**src/rtl/nbs_pkg.sv**
```systemverilog
package nbs_pkg;

   typedef enum logic [1:0] {
      K_CMD  = 2'd0,
      K_ADDR = 2'd1,
      K_RD   = 2'd2,
      K_WR   = 2'd3
   } nbs_kind_e;

   typedef enum logic [2:0] {
      PH_IDLE  = 3'd0,
      PH_TURN  = 3'd1,
      PH_SETUP = 3'd2,
      PH_WAIT  = 3'd3,
      PH_HOLD  = 3'd4,
      PH_DONE  = 3'd5
   } nbs_phase_e;

   function automatic logic kind_drives(input nbs_kind_e k);
      return k != K_RD;
   endfunction

endpackage

```
**src/rtl/nbs_cfg.sv**
```systemverilog
module nbs_cfg
   import nbs_pkg::*;
#(
   parameter int FW        = 8,
   parameter int DLYW      = 4,
   parameter int LW        = 8,
   parameter int RST_FIELD = 10
) (
   input  logic              clk,
   input  logic              rst_n,
   input  logic              cfg_we,
   input  logic [4*FW-1:0]   cfg_mem,
   input  logic [4*FW-1:0]   cfg_att,
   input  logic [DLYW-1:0]   cfg_cle_re,
   input  logic [DLYW-1:0]   cfg_ale_re,
   input  nbs_kind_e         req_kind,
   input  logic              acc,
   output logic [LW-1:0]     len_turn,
   output logic [LW-1:0]     len_setup,
   output logic [LW-1:0]     len_wait,
   output logic [LW-1:0]     len_hold
);
   localparam int WW = 4 * FW;

   generate
      if (LW < FW || LW <= DLYW) begin : g_bad_lw
         $error("nbs_cfg: LW too narrow for fields");
      end
   endgenerate

   logic [WW-1:0]   mem_q, att_q, sel_w;
   logic [DLYW-1:0] cle_q, ale_q;
   nbs_kind_e       prev_q;
   logic [LW-1:0]   fld [4];
   logic [LW-1:0]   ext, s_min;

   always_ff @(posedge clk or negedge rst_n) begin
      if (!rst_n) begin
         mem_q  <= {4{FW'(RST_FIELD)}};
         att_q  <= {4{FW'(RST_FIELD)}};
         cle_q  <= {DLYW{1'b1}};
         ale_q  <= {DLYW{1'b1}};
         prev_q <= K_WR;
      end else begin
         if (cfg_we) begin
            mem_q <= cfg_mem;
            att_q <= cfg_att;
            cle_q <= cfg_cle_re;
            ale_q <= cfg_ale_re;
         end
         if (acc) prev_q <= req_kind;
      end
   end

   function automatic logic [LW-1:0] at_least_one(input logic [LW-1:0] v);
      return (v == '0) ? LW'(1) : v;
   endfunction

   assign sel_w = (req_kind == K_CMD || req_kind == K_ADDR) ? att_q : mem_q;

   // field 0 setup, 1 wait, 2 hold, 3 bus-release
   generate
      for (genvar i = 0; i < 4; i++) begin : g_fld
         assign fld[i] = LW'(sel_w[i*FW +: FW]);
      end
   endgenerate

   always_comb begin
      ext = '0;
      if (req_kind == K_RD) begin
         if (prev_q == K_CMD)       ext = LW'(cle_q) + LW'(1);
         else if (prev_q == K_ADDR) ext = LW'(ale_q) + LW'(1);
      end
      s_min = at_least_one(fld[0]);
   end

   assign len_setup = (ext > s_min) ? ext : s_min;
   assign len_wait  = at_least_one(fld[1]);
   assign len_hold  = at_least_one(fld[2]);
   assign len_turn  = kind_drives(req_kind) ? fld[3] : '0;

endmodule

```
**src/rtl/nbs_seq.sv**
```systemverilog
module nbs_seq
   import nbs_pkg::*;
#(
   parameter int LW = 8
) (
   input  logic          clk,
   input  logic          rst_n,
   input  logic          req_valid,
   input  logic [LW-1:0] len_turn,
   input  logic [LW-1:0] len_setup,
   input  logic [LW-1:0] len_wait,
   input  logic [LW-1:0] len_hold,
   input  logic          wait_en,
   input  logic          rdy,
   output nbs_phase_e    phase,
   output logic          req_ready,
   output logic          acc,
   output logic          wait_end,
   output logic          done
);
   logic [LW-1:0] rem, s_q, w_q, h_q;
   logic          stall;

   assign req_ready = (phase == PH_IDLE);
   assign acc       = req_valid && req_ready;
   assign stall     = wait_en && !rdy;
   assign wait_end  = (phase == PH_WAIT) && (rem == '0) && !stall;
   assign done      = (phase == PH_DONE);

   always_ff @(posedge clk or negedge rst_n) begin
      if (!rst_n) begin
         phase <= PH_IDLE;
         rem   <= '0;
         s_q   <= '0;
         w_q   <= '0;
         h_q   <= '0;
      end else begin
         case (phase)
            PH_IDLE: if (acc) begin
               s_q <= len_setup;
               w_q <= len_wait;
               h_q <= len_hold;
               if (len_turn != '0) begin
                  phase <= PH_TURN;
                  rem   <= len_turn - LW'(1);
               end else begin
                  phase <= PH_SETUP;
                  rem   <= len_setup - LW'(1);
               end
            end
            PH_TURN: if (rem == '0) begin
               phase <= PH_SETUP;
               rem   <= s_q - LW'(1);
            end else rem <= rem - LW'(1);
            PH_SETUP: if (rem == '0) begin
               phase <= PH_WAIT;
               rem   <= w_q - LW'(1);
            end else rem <= rem - LW'(1);
            PH_WAIT: if (rem != '0) rem <= rem - LW'(1);
               else if (!stall) begin
                  phase <= PH_HOLD;
                  rem   <= h_q - LW'(1);
               end
            PH_HOLD: if (rem == '0) phase <= PH_DONE;
               else rem <= rem - LW'(1);
            PH_DONE: phase <= PH_IDLE;
            default: phase <= PH_IDLE;
         endcase
      end
   end


   stretch_hold_chk: assert property (@(posedge clk) disable iff (!rst_n)
      (phase == PH_WAIT && rem == '0 && stall) |=> (phase == PH_WAIT));


   done_single_chk: assert property (@(posedge clk) disable iff (!rst_n)
      done |=> !done);


   hold_to_done_chk: assert property (@(posedge clk) disable iff (!rst_n)
      (phase == PH_HOLD && rem == '0) |=> done);

endmodule

```
**src/rtl/nbs_pins.sv**
```systemverilog
module nbs_pins
   import nbs_pkg::*;
#(
   parameter int DW = 16
) (
   input  logic              clk,
   input  logic              rst_n,
   input  nbs_phase_e        phase,
   input  logic              acc,
   input  nbs_kind_e         req_kind,
   input  logic              req_byte,
   input  logic [DW-1:0]     req_wdata,
   input  logic              bus16,
   input  logic              wait_end,
   input  logic [DW-1:0]     dq_in,
   output logic              ce_n,
   output logic              cle,
   output logic              ale,
   output logic              we_n,
   output logic              re_n,
   output logic [DW-1:0]     dq_out,
   output logic [DW/8-1:0]   dq_oe,
   output logic [DW-1:0]     rd_data
);
   localparam int LANES = DW / 8;

   generate
      if (DW % 8 != 0 || DW < 8) begin : g_bad_dw
         $error("nbs_pins: DW must be a multiple of 8");
      end
   endgenerate

   nbs_kind_e     kind_q;
   logic          narrow_q;
   logic [DW-1:0] wdata_q, lane_mask;
   logic          active, drive, strobe;

   always_ff @(posedge clk or negedge rst_n) begin
      if (!rst_n) begin
         kind_q   <= K_WR;
         narrow_q <= 1'b1;
         wdata_q  <= '0;
      end else if (acc) begin
         kind_q   <= req_kind;
         narrow_q <= !bus16 || req_byte;
         wdata_q  <= req_wdata;
      end
   end

   assign active = (phase == PH_TURN) || (phase == PH_SETUP) ||
                   (phase == PH_WAIT) || (phase == PH_HOLD);
   assign drive  = kind_drives(kind_q) &&
                   ((phase == PH_SETUP) || (phase == PH_WAIT) || (phase == PH_HOLD));
   assign strobe = (phase == PH_WAIT);

   assign ce_n = !active;
   assign cle  = active && (kind_q == K_CMD);
   assign ale  = active && (kind_q == K_ADDR);
   assign we_n = !(strobe && kind_drives(kind_q));
   assign re_n = !(strobe && !kind_drives(kind_q));

   generate
      for (genvar l = 0; l < LANES; l++) begin : g_lane
         if (l == 0) begin : g_low
            assign lane_mask[7:0] = 8'hFF;
            assign dq_oe[0]       = drive;
         end else begin : g_high
            assign lane_mask[l*8 +: 8] = {8{!narrow_q}};
            assign dq_oe[l]            = drive && !narrow_q;
         end
      end
   endgenerate

   assign dq_out = drive ? (wdata_q & lane_mask) : '0;

   always_ff @(posedge clk or negedge rst_n) begin
      if (!rst_n) rd_data <= '0;
      else if (wait_end && kind_q == K_RD) rd_data <= dq_in & lane_mask;
   end


   strobe_excl_chk: assert property (@(posedge clk) disable iff (!rst_n)
      !(!we_n && !re_n));


   oe_ce_chk: assert property (@(posedge clk) disable iff (!rst_n)
      (dq_oe != '0) |-> !ce_n);


   cle_ale_excl_chk: assert property (@(posedge clk) disable iff (!rst_n)
      !(cle && ale));

endmodule

```
**src/rtl/nbs_nand_seq.sv**
```systemverilog
module nbs_nand_seq
   import nbs_pkg::*;
#(
   parameter int DW        = 16,
   parameter int FW        = 8,
   parameter int DLYW      = 4,
   parameter int RST_FIELD = 10
) (
   input  logic              clk,
   input  logic              rst_n,
   input  logic              req_valid,
   output logic              req_ready,
   input  logic [1:0]        req_kind,
   input  logic              req_byte,
   input  logic [DW-1:0]     req_wdata,
   input  logic              bus16,
   input  logic              wait_en,
   input  logic              rdy,
   input  logic              cfg_we,
   input  logic [4*FW-1:0]   cfg_mem,
   input  logic [4*FW-1:0]   cfg_att,
   input  logic [DLYW-1:0]   cfg_cle_re,
   input  logic [DLYW-1:0]   cfg_ale_re,
   output logic              ce_n,
   output logic              cle,
   output logic              ale,
   output logic              we_n,
   output logic              re_n,
   output logic [DW-1:0]     dq_out,
   output logic [DW/8-1:0]   dq_oe,
   input  logic [DW-1:0]     dq_in,
   output logic [DW-1:0]     rd_data,
   output logic              done
);
   localparam int LW = (FW > DLYW + 1) ? FW : DLYW + 1;

   nbs_kind_e     kind;
   nbs_phase_e    phase;
   logic [LW-1:0] len_turn, len_setup, len_wait, len_hold;
   logic          acc, wait_end;

   assign kind = nbs_kind_e'(req_kind);

   nbs_cfg #(.FW(FW), .DLYW(DLYW), .LW(LW), .RST_FIELD(RST_FIELD)) u_cfg (
      .clk(clk), .rst_n(rst_n), .cfg_we(cfg_we), .cfg_mem(cfg_mem),
      .cfg_att(cfg_att), .cfg_cle_re(cfg_cle_re), .cfg_ale_re(cfg_ale_re),
      .req_kind(kind), .acc(acc), .len_turn(len_turn), .len_setup(len_setup),
      .len_wait(len_wait), .len_hold(len_hold)
   );

   nbs_seq #(.LW(LW)) u_seq (
      .clk(clk), .rst_n(rst_n), .req_valid(req_valid), .len_turn(len_turn),
      .len_setup(len_setup), .len_wait(len_wait), .len_hold(len_hold),
      .wait_en(wait_en), .rdy(rdy), .phase(phase), .req_ready(req_ready),
      .acc(acc), .wait_end(wait_end), .done(done)
   );

   nbs_pins #(.DW(DW)) u_pins (
      .clk(clk), .rst_n(rst_n), .phase(phase), .acc(acc), .req_kind(kind),
      .req_byte(req_byte), .req_wdata(req_wdata), .bus16(bus16),
      .wait_end(wait_end), .dq_in(dq_in), .ce_n(ce_n), .cle(cle), .ale(ale),
      .we_n(we_n), .re_n(re_n), .dq_out(dq_out), .dq_oe(dq_oe),
      .rd_data(rd_data)
   );


   busy_block_chk: assert property (@(posedge clk) disable iff (!rst_n)
      (!ce_n || done) |-> !req_ready);

endmodule

```
**config.mk**
```make
export PLATFORM = sky130hd
export DESIGN_NAME = nbs_nand_seq
export DESIGN_NICKNAME = d
export VERILOG_FILES = /design/src/rtl/nbs_pkg.sv /design/src/rtl/nbs_cfg.sv /design/src/rtl/nbs_seq.sv /design/src/rtl/nbs_pins.sv /design/src/rtl/nbs_nand_seq.sv
export SDC_FILE = /design/constraint.sdc
export NUM_CORES = 1
export LEC_CHECK = 0
export ABC_CLOCK_PERIOD_IN_PS = 10700
export BUFFER_PORTS_ARGS = -buffer_cell sky130_fd_sc_hd__buf_2
export CORE_MARGIN = 4
export CORE_UTILIZATION = 35
export DETAILED_ROUTE_END_ITERATION = 7
export GPL_TIMING_DRIVEN = 0
export SKIP_CTS_REPAIR_TIMING = 1
export SYNTH_ARGS = -nofsm -noshare
export SYNTH_HDL_FRONTEND = slang
export SYNTH_SLANG_ARGS = --single-unit
```
**constraint.sdc**
```tcl
create_clock -name clk -period 10.7 [get_ports clk]
set_input_delay 1.605 -clock clk [delete_from_list [all_inputs] [get_ports clk]]
set_output_delay 1.605 -clock clk [all_outputs]
set_load 0.01 [all_outputs]
```
==> impl_metrics.py <==
metrics = {
    "placed_design": {
        "dpl_cell_area_um2": 8720,
        "port_buffers": 152,
        "place_ws_ps": 5440,
        "place_congestion": 0.905,
        "hpwl_um": 14600,
    },
    "route": {
        "drt-total-wl_um": 19400,
        "drt_iter0_drc": 395,
        "postRouteAntennaNets": 0,
        "drc": 0,
        "wl_per_cell_um": 15.9,
        "drt-pass1-iter-count": 4,
        "vias": 6089,
        "routed_via_density": 5.00,
    },
    "timing": {
        "clock-skew-final_ps": 10.1,
        "tns_ps": 0,
        "rsz0062_at_grt": "no",
        "slew_headroom_pct": 44.2,
        "worst-slew-pin-transition_ps": 837,
        "setup_viol": 0,
        "finalHoldViolations": 0,
        "fin_crit_ps": 4890,
        "period_share_pct": 45.7,
        "timing.final.max_slew_violations": 0,
        "setup_ws_ps": 5810,
        "max_freq_mhz": 205,
    },
    "synthesis": {
        "ys.warnings.count": 0,
        "async_flop_share_pct": 100,
        "synth_cell_types": 70,
        "syn_inst": 759,
        "postSynthAreaPerCell_um2": 9.99,
        "synth-seq-area-share_pct": 47.3,
        "synth_ff_type": "dfrtp_1",
        "synth_edf_count": 0,
        "syn_nets": 885,
        "syn_area_um2": 7580,
        "ys_ff_latch": 142,
    },
    "grt": {
        "grt_max_degree": 76,
        "antenna_found_initial": 0,
        "grt_pass1_vias": 6034,
        "grt_pass1_wl_um": 31500,
        "gr-usage-all-layers_pct": 16.3,
        "globalRoute.totalOverflow": 0,
    },
    "pwr": {
        "leakage_nw": 4.32,
        "pwr_density_cell_nw_per_um2": 230,
        "irDropWorstVdd_uv": 127,
        "finalPower_mw": 2.14,
    },
    "worst_setup_path": {
        "cp.required_ps": 11010,
        "reg2reg_from": "u_pins.kind_q[0]",
        "slowest_delay_ps": 500,
        "ff2ff_path_depth": 15,
        "endpoint_kind": "flop",
        "crit_family": "compound AO/OA/AOI/OAI gates",
        "worstSetupPathType": "input pin to flop",
        "critPathSlowestCell": "a311oi_4",
        "cp_num_cells": 15,
        "critical_path.startpoint_type": "input pin",
        "arrival_ps": 5200,
        "path_max_fanout": 7,
        "cp.buffers_inverters": 1,
        "path_cells": "buf_2, nand2b_1, nand2b_1, a31oi_1, ha_1, and3_1, and3_2, a311oi_4, mux2_4, a221oi_4, ha_1, o211ai_1, nor4_2, xnor2_1, o21ai_1",
        "crit_path_start": "req_kind[0]",
    },
    "floorplan": {
        "core_area_um2": 21200,
        "dieArea_um2": 24100,
        "initial_core_util_pct": 35.8,
        "die-height_um": 155,
        "io_pins": 155,
        "die_x_um": 155,
        "rows": 53,
    },
    "finish": {
        "syn2layout_area_growth_pct": 22.4,
        "antenna_cells": 0,
        "post-route-util_pct": 43.9,
        "nets": 1057,
        "finalInstanceArea_um2": 9280,
        "drive_gt1_share_pct": 32.9,
        "num-fill-cells": 2112,
    },
    "hold_path": {
        "hold_path.class": "flop to flop",
        "holdCritStartpoint": "u_pins.rd_data[11]",
        "min_path_cells": 2,
    },
    "clock_network": {
        "h-tree-depth": 4,
        "clk_pin_slew_worst_paths_ps": 60,
        "clock_path_buffers": 2,
        "cts_sinks": 142,
        "worstSkewPairLatency_ps": 430,
        "cts_made_buffers": 17,
        "cts-root-buf": "clkbuf_16",
        "cts_tree": "done",
    },
    "status": {
        "outcome": "finished clean",
    },
    "job": {
        "drv_cap": 0,
    },
}
-- metrics by stage --
stage / hold WS (ps) / std cells
detailed placement: 451 / 1187
CTS: 466 / 1219
floorplan: 437 / 759
global route: 487 / 1219
finish: 460 / 1219
global placement: 445 / 1186
-- worst register-to-register path: stages, from the launching register on --
cell and delay [ps]:
dfstp_2 570, clkbuf_1 310, nor2b_1 170, mux2i_1 80
a31oi_1 290, ha_1 310, and3_1 200, and3_2 220
a311oi_4 500, mux2_4 380, a221oi_4 360, ha_1 260
o211ai_1 120, nor4_2 200, xnor2_1 170, o21ai_1 70
-- worst paths after layout --
path / endpoint / slack, ps
worst max-delay path: u_seq.rem[6] / 5810
max in group asynchronous: u_pins.kind_q[1] / 8690
min in group asynchronous: u_pins.rd_data[1] / 1180
worst min-delay path: u_pins.rd_data[11] / 460
worst max register to register: u_seq.rem[6] / 6380
worst min register to register: u_pins.rd_data[11] / 460
-- sequential cells by signal, indices dropped and copies added, names as in the netlist --
signal           flops
u_pins.wdata_q      16
u_seq.h_q            8
u_pins.rd_data      16
u_cfg.att_q         32
u_pins.narrow_q      1
u_seq.s_q            8
u_cfg.mem_q         32
u_seq.w_q            8
u_cfg.ale_q          4
u_cfg.cle_q          4
u_pins.kind_q        2
u_seq.rem            8
u_seq.phase          3
-- final cells by class --
| cell class | instances | area [µm²] | area share [%] |
|---|---|---|---|
| clock inverters | 15 | 135 | 1.46 |
| flip-flops and latches | 142 | 3590 | 38.6 |
| repair buffers | 153 | 795 | 8.56 |
| clock buffers | 17 | 425 | 4.58 |
| inverters | 25 | 98.8 | 1.06 |
| multi-input cells | 553 | 3690 | 39.8 |
| plain buffers | 39 | 201 | 2.17 |
| well taps | 275 | 344 | 3.71 |
-- kinds of logic after synthesis --
logic type      synth area share (%)
simple gates                    18.8
buf+inv                         3.96
fa+ha+maj                       1.98
flops                           47.3
xor+xnor                        2.43
mux                             14.9
compound gates                  10.7
-- report_power, final --
group	internal, mW	switching (mW)	total, mW
combinational	0.325	0.436	0.761
sequential	0.689	0.116	0.805
clock	0.322	0.248	0.570
-- metal layers --
metal / up-vias / track usage [%] / share of wire, %
met5: - / 0 / 0
met4: 0 / 5.50 / 2.3
met3: 30 / 4.14 / 6.5
met2: 178 / 24.7 / 44
met1: 2866 / 22.9 / 47
li1: 3015 / - / -
-- synthesized netlist by cell type (3+ instances only) --
master	count	share of area, %
mux2i_1	27	3.6
or4_1	7	0.69
nand4_1	3	0.25
a21oi_1	25	1.7
mux2_4	3	0.59
inv_1	24	1.2
nor2b_1	6	0.50
or3_1	8	0.66
clkbuf_1	24	1.2
buf_6	4	0.59
and2_1	19	1.6
nand3b_1	9	0.89
o31ai_1	5	0.50
ha_1	12	2.0
a211oi_1	3	0.30
a31oi_1	8	0.66
dfstp_2	27	9.4
o21ai_0	47	3.1
nand2_1	148	7.3
nand3_1	18	1.2
nor3_1	13	0.86
buf_2	4	0.26
xnor2_1	11	1.3
xor2_1	10	1.2
buf_1	5	0.25
and3_1	9	0.74
nand2b_1	8	0.66
mux2_2	70	10
dfrtp_1	115	38
o21a_1	4	0.40
o21ai_1	4	0.26
nor2_1	24	1.2
o211ai_1	5	0.50
nor4_1	10	0.83
-- placed cells by master (no fill, tap or decap), types with 5 or more instances in the layout --
master / count
a21oi_1: 25
a31oi_1: 8
and2_1: 19
and3_1: 9
buf_1: 5
buf_2: 155
buf_6: 5
clkbuf_1: 24
clkbuf_16: 17
dfrtp_1: 115
dfstp_2: 27
ha_1: 12
inv_1: 24
inv_6: 5
mux2_2: 70
mux2i_1: 27
nand2_1: 148
nand2b_1: 8
nand3_1: 18
nand3b_1: 9
nor2_1: 24
nor2b_1: 6
nor3_1: 13
nor4_1: 10
o211ai_1: 5
o21ai_0: 47
o31ai_1: 5
or3_1: 8
or4_1: 7
xnor2_1: 11
xor2_1: 10
Note: power is estimated with default switching activity, not from simulation.
